**src/rtl/irq_router.sv**
```systemverilog
module irq_router #(
  parameter int NUM_LINES = 64,
  parameter int NUM_PINS  = 6,
  localparam int VEC_W    = $clog2(NUM_PINS + 1)
) (
  input  logic                 clk,
  input  logic                 rst_n,
  input  logic [NUM_LINES-1:0] irq_in,
  input  logic                 reg_we,
  input  logic [11:0]          reg_addr,
  input  logic [31:0]          reg_wdata,
  output logic [31:0]          reg_rdata,
  output logic [NUM_PINS-1:0]  pin_out,
  output logic [VEC_W-1:0]     vec_out
);
  localparam int NW = NUM_LINES / 32;
  localparam logic [3:0] G_POL  = 4'd1;
  localparam logic [3:0] G_TRIG = 4'd2;
  localparam logic [3:0] G_DUAL = 4'd3;
  localparam logic [3:0] G_MSET = 4'd4;
  localparam logic [3:0] G_MCLR = 4'd5;
  localparam logic [3:0] G_MASK = 4'd6;
  localparam logic [3:0] G_PEND = 4'd7;
  localparam logic [3:0] G_EDGE = 4'd8;

  logic [NUM_LINES-1:0] pol_q, trig_q, dual_q, mask_q, latch_q, in_q, rt_en_q;
  logic [5:0]           rt_pin_q [NUM_LINES];
  logic [NUM_PINS-1:0]  pin_q, pin_nxt;
  logic [NUM_LINES-1:0] cmd_hit;

  wire       grp_sel = reg_addr[11:10] == 2'b00;
  wire       rt_sel  = reg_addr[11:10] == 2'b01;
  wire [3:0] grp     = reg_addr[9:6];
  wire [3:0] widx    = reg_addr[5:2];
  wire [7:0] rt_idx  = reg_addr[9:2];
  wire       cmd_we  = reg_we && grp_sel && grp == G_EDGE && widx == 4'd0;

  wire [NUM_LINES-1:0] live  = ~(irq_in ^ pol_q);
  wire [NUM_LINES-1:0] rise  = irq_in & ~in_q;
  wire [NUM_LINES-1:0] fall  = ~irq_in & in_q;
  wire [NUM_LINES-1:0] det   = trig_q & ((dual_q & (rise | fall)) |
                                         (~dual_q & ((pol_q & rise) | (~pol_q & fall))));
  wire [NUM_LINES-1:0] set_v = cmd_hit & {NUM_LINES{reg_wdata[31]}};
  wire [NUM_LINES-1:0] clr_v = cmd_hit & {NUM_LINES{~reg_wdata[31]}};
  wire [NUM_LINES-1:0] latch_nxt = ((latch_q & ~clr_v) | set_v | det) & trig_q;
  wire [NUM_LINES-1:0] pend  = (trig_q & latch_q) | (~trig_q & live);
  wire [NUM_LINES-1:0] armed = pend & mask_q & rt_en_q;

  always_comb begin
    for (int n = 0; n < NUM_LINES; n++)
      cmd_hit[n] = cmd_we && reg_wdata[7:0] == 8'(n);
  end

  always_comb begin
    pin_nxt = '0;
    for (int p = 0; p < NUM_PINS; p++)
      for (int n = 0; n < NUM_LINES; n++)
        if (armed[n] && rt_pin_q[n] == 6'(p)) pin_nxt[p] = 1'b1;
  end

  always_ff @(posedge clk) begin
    if (!rst_n) begin
      pol_q   <= '0;
      trig_q  <= '0;
      dual_q  <= '0;
      mask_q  <= '0;
      latch_q <= '0;
      in_q    <= '0;
      rt_en_q <= '0;
      pin_q   <= '0;
      for (int n = 0; n < NUM_LINES; n++) rt_pin_q[n] <= '0;
    end else begin
      in_q    <= irq_in;
      latch_q <= latch_nxt;
      pin_q   <= pin_nxt;
      for (int w = 0; w < NW; w++) begin
        if (reg_we && grp_sel && widx == 4'(w)) begin
          case (grp)
            G_POL:   pol_q[w*32 +: 32]  <= reg_wdata;
            G_TRIG:  trig_q[w*32 +: 32] <= reg_wdata;
            G_DUAL:  dual_q[w*32 +: 32] <= reg_wdata;
            G_MSET:  mask_q[w*32 +: 32] <= mask_q[w*32 +: 32] | reg_wdata;
            G_MCLR:  mask_q[w*32 +: 32] <= mask_q[w*32 +: 32] & ~reg_wdata;
            default: ;
          endcase
        end
      end
      for (int n = 0; n < NUM_LINES; n++) begin
        if (reg_we && rt_sel && rt_idx == 8'(n)) begin
          rt_en_q[n]  <= reg_wdata[31];
          rt_pin_q[n] <= reg_wdata[5:0];
        end
      end
    end
  end

  always_comb begin
    reg_rdata = '0;
    if (rt_sel) begin
      for (int n = 0; n < NUM_LINES; n++)
        if (rt_idx == 8'(n)) reg_rdata = {rt_en_q[n], 25'd0, rt_pin_q[n]};
    end else if (grp_sel) begin
      for (int w = 0; w < NW; w++) begin
        if (widx == 4'(w)) begin
          case (grp)
            G_POL:   reg_rdata = pol_q[w*32 +: 32];
            G_TRIG:  reg_rdata = trig_q[w*32 +: 32];
            G_DUAL:  reg_rdata = dual_q[w*32 +: 32];
            G_MASK:  reg_rdata = mask_q[w*32 +: 32];
            G_PEND:  reg_rdata = pend[w*32 +: 32];
            default: ;
          endcase
        end
      end
    end
  end

  always_comb begin
    vec_out = '0;
    for (int p = 0; p < NUM_PINS; p++)
      if (pin_q[p]) vec_out = VEC_W'(p + 1);
  end

  assign pin_out = pin_q;
endmodule

```
**config.mk**
```make
export PLATFORM = sky130hd
export DESIGN_NAME = irq_router
export DESIGN_NICKNAME = d
export VERILOG_FILES = /design/src/rtl/irq_router.sv
export SDC_FILE = /design/constraint.sdc
export NUM_CORES = 2
export LEC_CHECK = 0
export BUFFER_PORTS_ARGS = -buffer_cell sky130_fd_sc_hd__buf_2
export CAP_MARGIN = 20
export CORE_MARGIN = 5
export CORE_UTILIZATION = 57
export DETAILED_ROUTE_END_ITERATION = 16
export GPL_TIMING_DRIVEN = 0
export PLACE_DENSITY = 0.75
export SLEW_MARGIN = 20
export SYNTH_ARGS = -nofsm -noshare
export SYNTH_HDL_FRONTEND = slang
export SYNTH_SLANG_ARGS = --single-unit
```
**constraint.sdc**
```tcl
create_clock -name clk -period 2.5 [get_ports clk]
set_clock_uncertainty 0.2 [all_clocks]
set_input_delay 0.25 -clock clk [delete_from_list [all_inputs] [get_ports clk]]
set_output_delay 0.25 -clock clk [all_outputs]
set_load 0.02 [all_outputs]
```
==> metrics.cfg, run 1 <==
[outcome]
run_status=aborted with a tool error
stop_stage=global routing
error_line=[ERROR GRT-0232] Routing congestion too high. Check the congestion heatmap in the GUI.

[global_routing]
track_usage_pct=76.4
overflow=3
grt_max_degree=31

[clock_tree]
cts_sinks=838
root_buffer=clkbuf_16
clockBufferDepth=3
htreeDepth=3
numCtsBuffers=90

[synth]
synth.lib_cells_used.distinct=90
netlist_area_mm2=0.0457
synth_top_cell_by_area=edfxtp_1
yosysSeqAreaShare_pct=45.2
post_synth.cell_area_avg_um2=8.65
ys_seq_elements=838
netlist.area_leader.share_pct=25.3
async_reset_ff_share_pct=0
synth_area_leaders=edfxtp_1 25%, dfxtp_1 20%, nand2_1 7.4%, a21oi_1 6.0%, nor2_1 4.6%
synth_edf_count=384
yosysWarnings=0
ys.flop_type=dfxtp_1
synthCells=5280
synth_nets=5519

[placement]
hpwl_mm=207
portBuffers=120
gp_congestion=1.27
place_inst=6462

[floorplan]
die_w_um=293
start_util_pct=57.6
ios=152
placement_rows=103
die_h_um=293

==> routing by layer <==
| metal | global-route usage (%) | GRT overflow |
|---|---|---|
| met1 | 77.2 | 0 |
| met2 | 89.1 | 2 |
| met3 | 66.0 | 0 |
| met4 | 72.2 | 1 |
| met5 | 41.0 | 0 |
==> cells in the mapped netlist, types with 17 or more instances <==
master,count
nand2b_1,25
o211ai_1,30
a31oi_1,30
buf_1,25
nor3b_1,39
dfxtp_1,454
buf_2,77
o22ai_1,55
a2111oi_0,19
a222oi_1,65
a221oi_1,25
ha_1,128
mux2i_1,102
nand3b_1,17
nor3_1,71
nor2_1,556
a21oi_1,548
inv_1,196
o21ai_0,289
nand4_1,43
edfxtp_1,384
a22oi_1,67
a311oi_1,95
a211oi_1,22
nor4_1,92
xor2_1,52
nor4b_1,35
or4_1,18
and3_1,18
nor2b_1,37
o2111ai_1,24
o221ai_1,27
mux2_2,76
clkbuf_1,246
nand2_1,903
nand3_1,129
a32oi_1,35
==> repair_timing <==
action,CTS
pin swaps,135
hold endpoints to repair,204
gates resized for setup,854
endpoints found under the setup margin,873
setup buffers,83
hold buffers,92
cloned,3
==> through the flow <==
| stage | setup TNS (ns) | worst slack (ns) | hold WS (ns) | util (%) | instance area [um2] |
|---|---|---|---|---|---|
| after CTS | -19.07 | -1.28 | 0.00107 | 70.9 | 56200 |
| after detailed placement | -1129.66 | -2.33 | 0.265 | 60.9 | 48300 |
| after global placement | -1206.54 | -2.40 | 0.253 | 60.7 | 48100 |
| after floorplan | -5.14 | -0.124 | 0.190 | - | 46200 |
==> cell families after synthesis <==
| kind of cell | Yosys count | synth area share, % |
|---|---|---|
| xor gates and xnor gates | 64 | 1.23 |
| adders and majority gates | 128 | 3.51 |
| DFF | 838 | 45.2 |
| muxes | 181 | 4.26 |
| AOI/OAI and AO/OA | 1436 | 20.0 |
| buffers and inverters | 559 | 4.91 |
| and+or+nand+nor | 2074 | 20.9 |
==> run 2, diff against run 1 <==
--- a/config.mk
+++ b/config.mk
@@ -8,10 +8,10 @@
 export BUFFER_PORTS_ARGS = -buffer_cell sky130_fd_sc_hd__buf_2
 export CAP_MARGIN = 20
 export CORE_MARGIN = 5
-export CORE_UTILIZATION = 57
+export CORE_UTILIZATION = 40
 export DETAILED_ROUTE_END_ITERATION = 16
 export GPL_TIMING_DRIVEN = 0
-export PLACE_DENSITY = 0.75
+export PLACE_DENSITY_LB_ADDON = 0.15
 export SLEW_MARGIN = 20
 export SYNTH_ARGS = -nofsm -noshare
 export SYNTH_HDL_FRONTEND = slang
==> constraint.sdc (replaced) <==
create_clock -name clk -period 3.25 [get_ports clk]
set_clock_uncertainty 0.2 [all_clocks]
set_input_delay 0.325 -clock clk [delete_from_list [all_inputs] [get_ports clk]]
set_output_delay 0.325 -clock clk [all_outputs]
set_load 0.02 [all_outputs]
==> run 2 against run 1 <==
Compared with the run above:
- the flow now finishes, with violations (setup timing)
- synthesized cell count is the same
- synthesized area stayed put
==> metrics.cfg, run 2 <==
[synth]
yosysSeqAreaShare_pct=45.2  ; unchanged
netlist.area_leader.share_pct=25.3  ; unchanged
yosysWarnings=0  ; unchanged
synth.lib_cells_used.distinct=90  ; unchanged
async_reset_ff_share_pct=0  ; unchanged
synth_nets=5519  ; unchanged
synthCells=5280  ; unchanged
synth_area_leaders=edfxtp_1 25%, dfxtp_1 20%, nand2_1 7.4%, a21oi_1 6.0%, nor2_1 4.6%
netlist_area_mm2=0.0457  ; unchanged
synth_top_cell_by_area=edfxtp_1
synth_most_common_cell=nand2_1
synthTopCellsByCount=903 x nand2_1, 556 x nor2_1, 548 x a21oi_1, 454 x dfxtp_1, 384 x edfxtp_1
ys.flop_type=dfxtp_1
post_synth.cell_area_avg_um2=8.65  ; unchanged
ys_seq_elements=838  ; unchanged
synth_edf_count=384  ; unchanged

[floorplan]
die_h_um=348  ; +19%
placement_rows=124  ; +20%
core_area_mm2=0.114
die_w_um=348  ; +19%
die-area_mm2=0.121
ios=152  ; unchanged
start_util_pct=40.1  ; -18 points

[job]
maxCapViolCount=0

[sta]
worstMarginPinSlew_ns=1.30
worst_slack_ns=-0.967
setup_tns_ns=-8.34
setup_viol=46
hold_viol=0
fmax_ghz=0.237
relSlewSlack_pct=13.1
slew_viol_final=0
fin_crit_ns=4.22
timing.hold.ws_ns=0.0136
rsz0062_at_grt=yes
fin_crit_sh_pct=130

[clock_tree]
numCtsBuffers=97  ; +7.8%
cts_tree=yes
cts_sinks=838  ; unchanged
htreeDepth=3  ; unchanged
clockBufferDepth=3  ; unchanged
root_buffer=clkbuf_16
cts.clk_slew.worst_paths_ns=0.06
clock_latency_ns=0.75

[detailed_routing]
viasPerCell=6.93
drc_errors=0
drtIter0Drc=9417
ant_nets=0
dr.pass1.iters=10
wire_per_inst_um=42.5
num_vias=50596
drt_wl_total_mm=310

[final_layout]
layoutNonFillerInstCount=7305
post-route-util_pct=49.6
fill_cells=10962
seqCellArea_mm2=0.0206
multi_input_area_mm2=0.0248
layout_common_cells=866 x nand2_1, 519 x nor2_1, 514 x a21oi_1
layout-drive-gt1-share_pct=17.0
area_delta_synth_final_pct=23.8
top_register=rt_pin_q
nets=5932
largest_reg_flops=384
final_common_cell=nand2_1

[setup_path]
path_class=reg -> out
required_ns=2.72
rr_startpoint=pol_q[50]$_SDFFE_PN0P_
crit_fanout=2
crit_start=rt_pin_q[0][5]$_SDFFCE_PN0P_
crit_buf_inv=1
path_cells=mux4_2, nand2_2, a211o_1, a222oi_1, o221ai_2, o211ai_1, nand4b_1, o2111ai_4, buf_6
crit_family=compound AO/OA/AOI/OAI gates
crit_arrival_ns=3.69
endpoint_kind=output pin
worst_path_largest_cell_delay_ns=0.65
cp_slowest_cell=a222oi_1
worstSetupStartpointType=flop

[outcome]
violations=setup timing
run_status=complete, but fails checks

[placement]
place_inst=6932  ; +7.3%
portBuffers=120  ; unchanged
place_worst_setup_slack_ns=-2.17  ; +0.157 ns
hpwl_mm=237  ; +15%
gp_congestion=1.13  ; -11%

[worst_hold_path]
hold_start=irq_in[1]
hold_path_class=in -> reg

[global_routing]
antenna_found_initial=24
grt_pass1_vias=46001
grt_pass1_wl_mm=404
grt_max_degree=31
track_usage_pct=48.9
overflow=0

[power_and_ir_drop]
p_leak_uw=0.0191
vdd_drop_max_uv=509
p_per_area_mw_per_mm2=471

-- run 2: cell counts after synthesis --
Identical to the previous run, type by type.
-- run 2: cell type report --
cell class | instances | share of cell area (%)
antenna | 18 | 0.0797
timing repair buffer | 319 | 4.70
inverter | 199 | 1.34
sequential | 838 | 36.5
clock inverter | 45 | 0.830
multi-input combinational | 3884 | 43.9
clock buffer | 136 | 4.90
tap | 1512 | 3.35
buffer | 354 | 4.44
-- run 2: worst reg2reg max path, stage by stage, from the launching register on --
cell	delay, ns
dfxtp_1	0.35
xor2_1	0.18
o21ai_0	0.89
and3_1	0.58
nor2b_1	0.34
a22oi_1	0.25
nand2_1	0.18
a2111oi_0	0.07
a41oi_1	0.29
-- run 2: worst paths after layout --
path                                    to  slack [ns]  depth (start not counted)
setup / recovery              reg_rdata[5]       -0.97                          9
hold / removal       latch_q[1]$_SDFF_PN0_        0.01                          5
setup reg to reg     pin_out[0]$_SDFF_PN0_       -0.15                          8
hold reg to reg   rt_en_q[29]$_SDFFE_PN0P_        0.27                          2
-- run 2: through the flow --
step	power, uW	instance area, um2
5_1_grt	26900	56500
3_5_place_dp	14600	48400
3_3_place_gp	14500	48100
4_1_cts	26200	55400
2_1_floorplan	13000	45700
6_report	26600	56500
-- run 2: timing repair --
item	4_1_cts	5_1_grt
resized for setup	687	173
cloned	1	1
pin swaps	74	67
hold buffers	72	1
buffers inserted	64	39
endpoints found under the hold margin	164	3
endpoints found under the setup margin	302	43
-- run 2: routing by layer --
| layer | track usage, % | share of wire, % | routed length (um) |
|---|---|---|---|
| met5 | 0.392 | 0.11 | 328 |
| met4 | 43.2 | 12 | 37200 |
| met3 | 17.6 | 14 | 42800 |
| met2 | 69.1 | 39 | 123000 |
| met1 | 58.3 | 35 | 108000 |
-- run 2: power breakdown --
group / total [uW] / internal, uW / switching (uW)
registers: 12000 / 11400 / 626
clock network: 11600 / 6580 / 5030
logic: 2960 / 793 / 2160
total: 26600 / 18800 / 7820
-- run 2: cell families (layout without fill, tap and decap cells) --
group / Yosys count / in the layout / share of synthesized area (%)
adders and majority gates: 128 / 128 / 3.51
DFF: 838 / 838 / 45.2
other: 0 / 18 / 0
xor gates and xnor gates: 64 / 64 / 1.23
buffers and inverters: 559 / 1053 / 4.91
and+or+nand+nor: 2074 / 2075 / 20.9
AOI/OAI and AO/OA: 1436 / 1436 / 20.0
muxes: 181 / 181 / 4.26
Note: power is estimated with default switching activity, not from simulation.
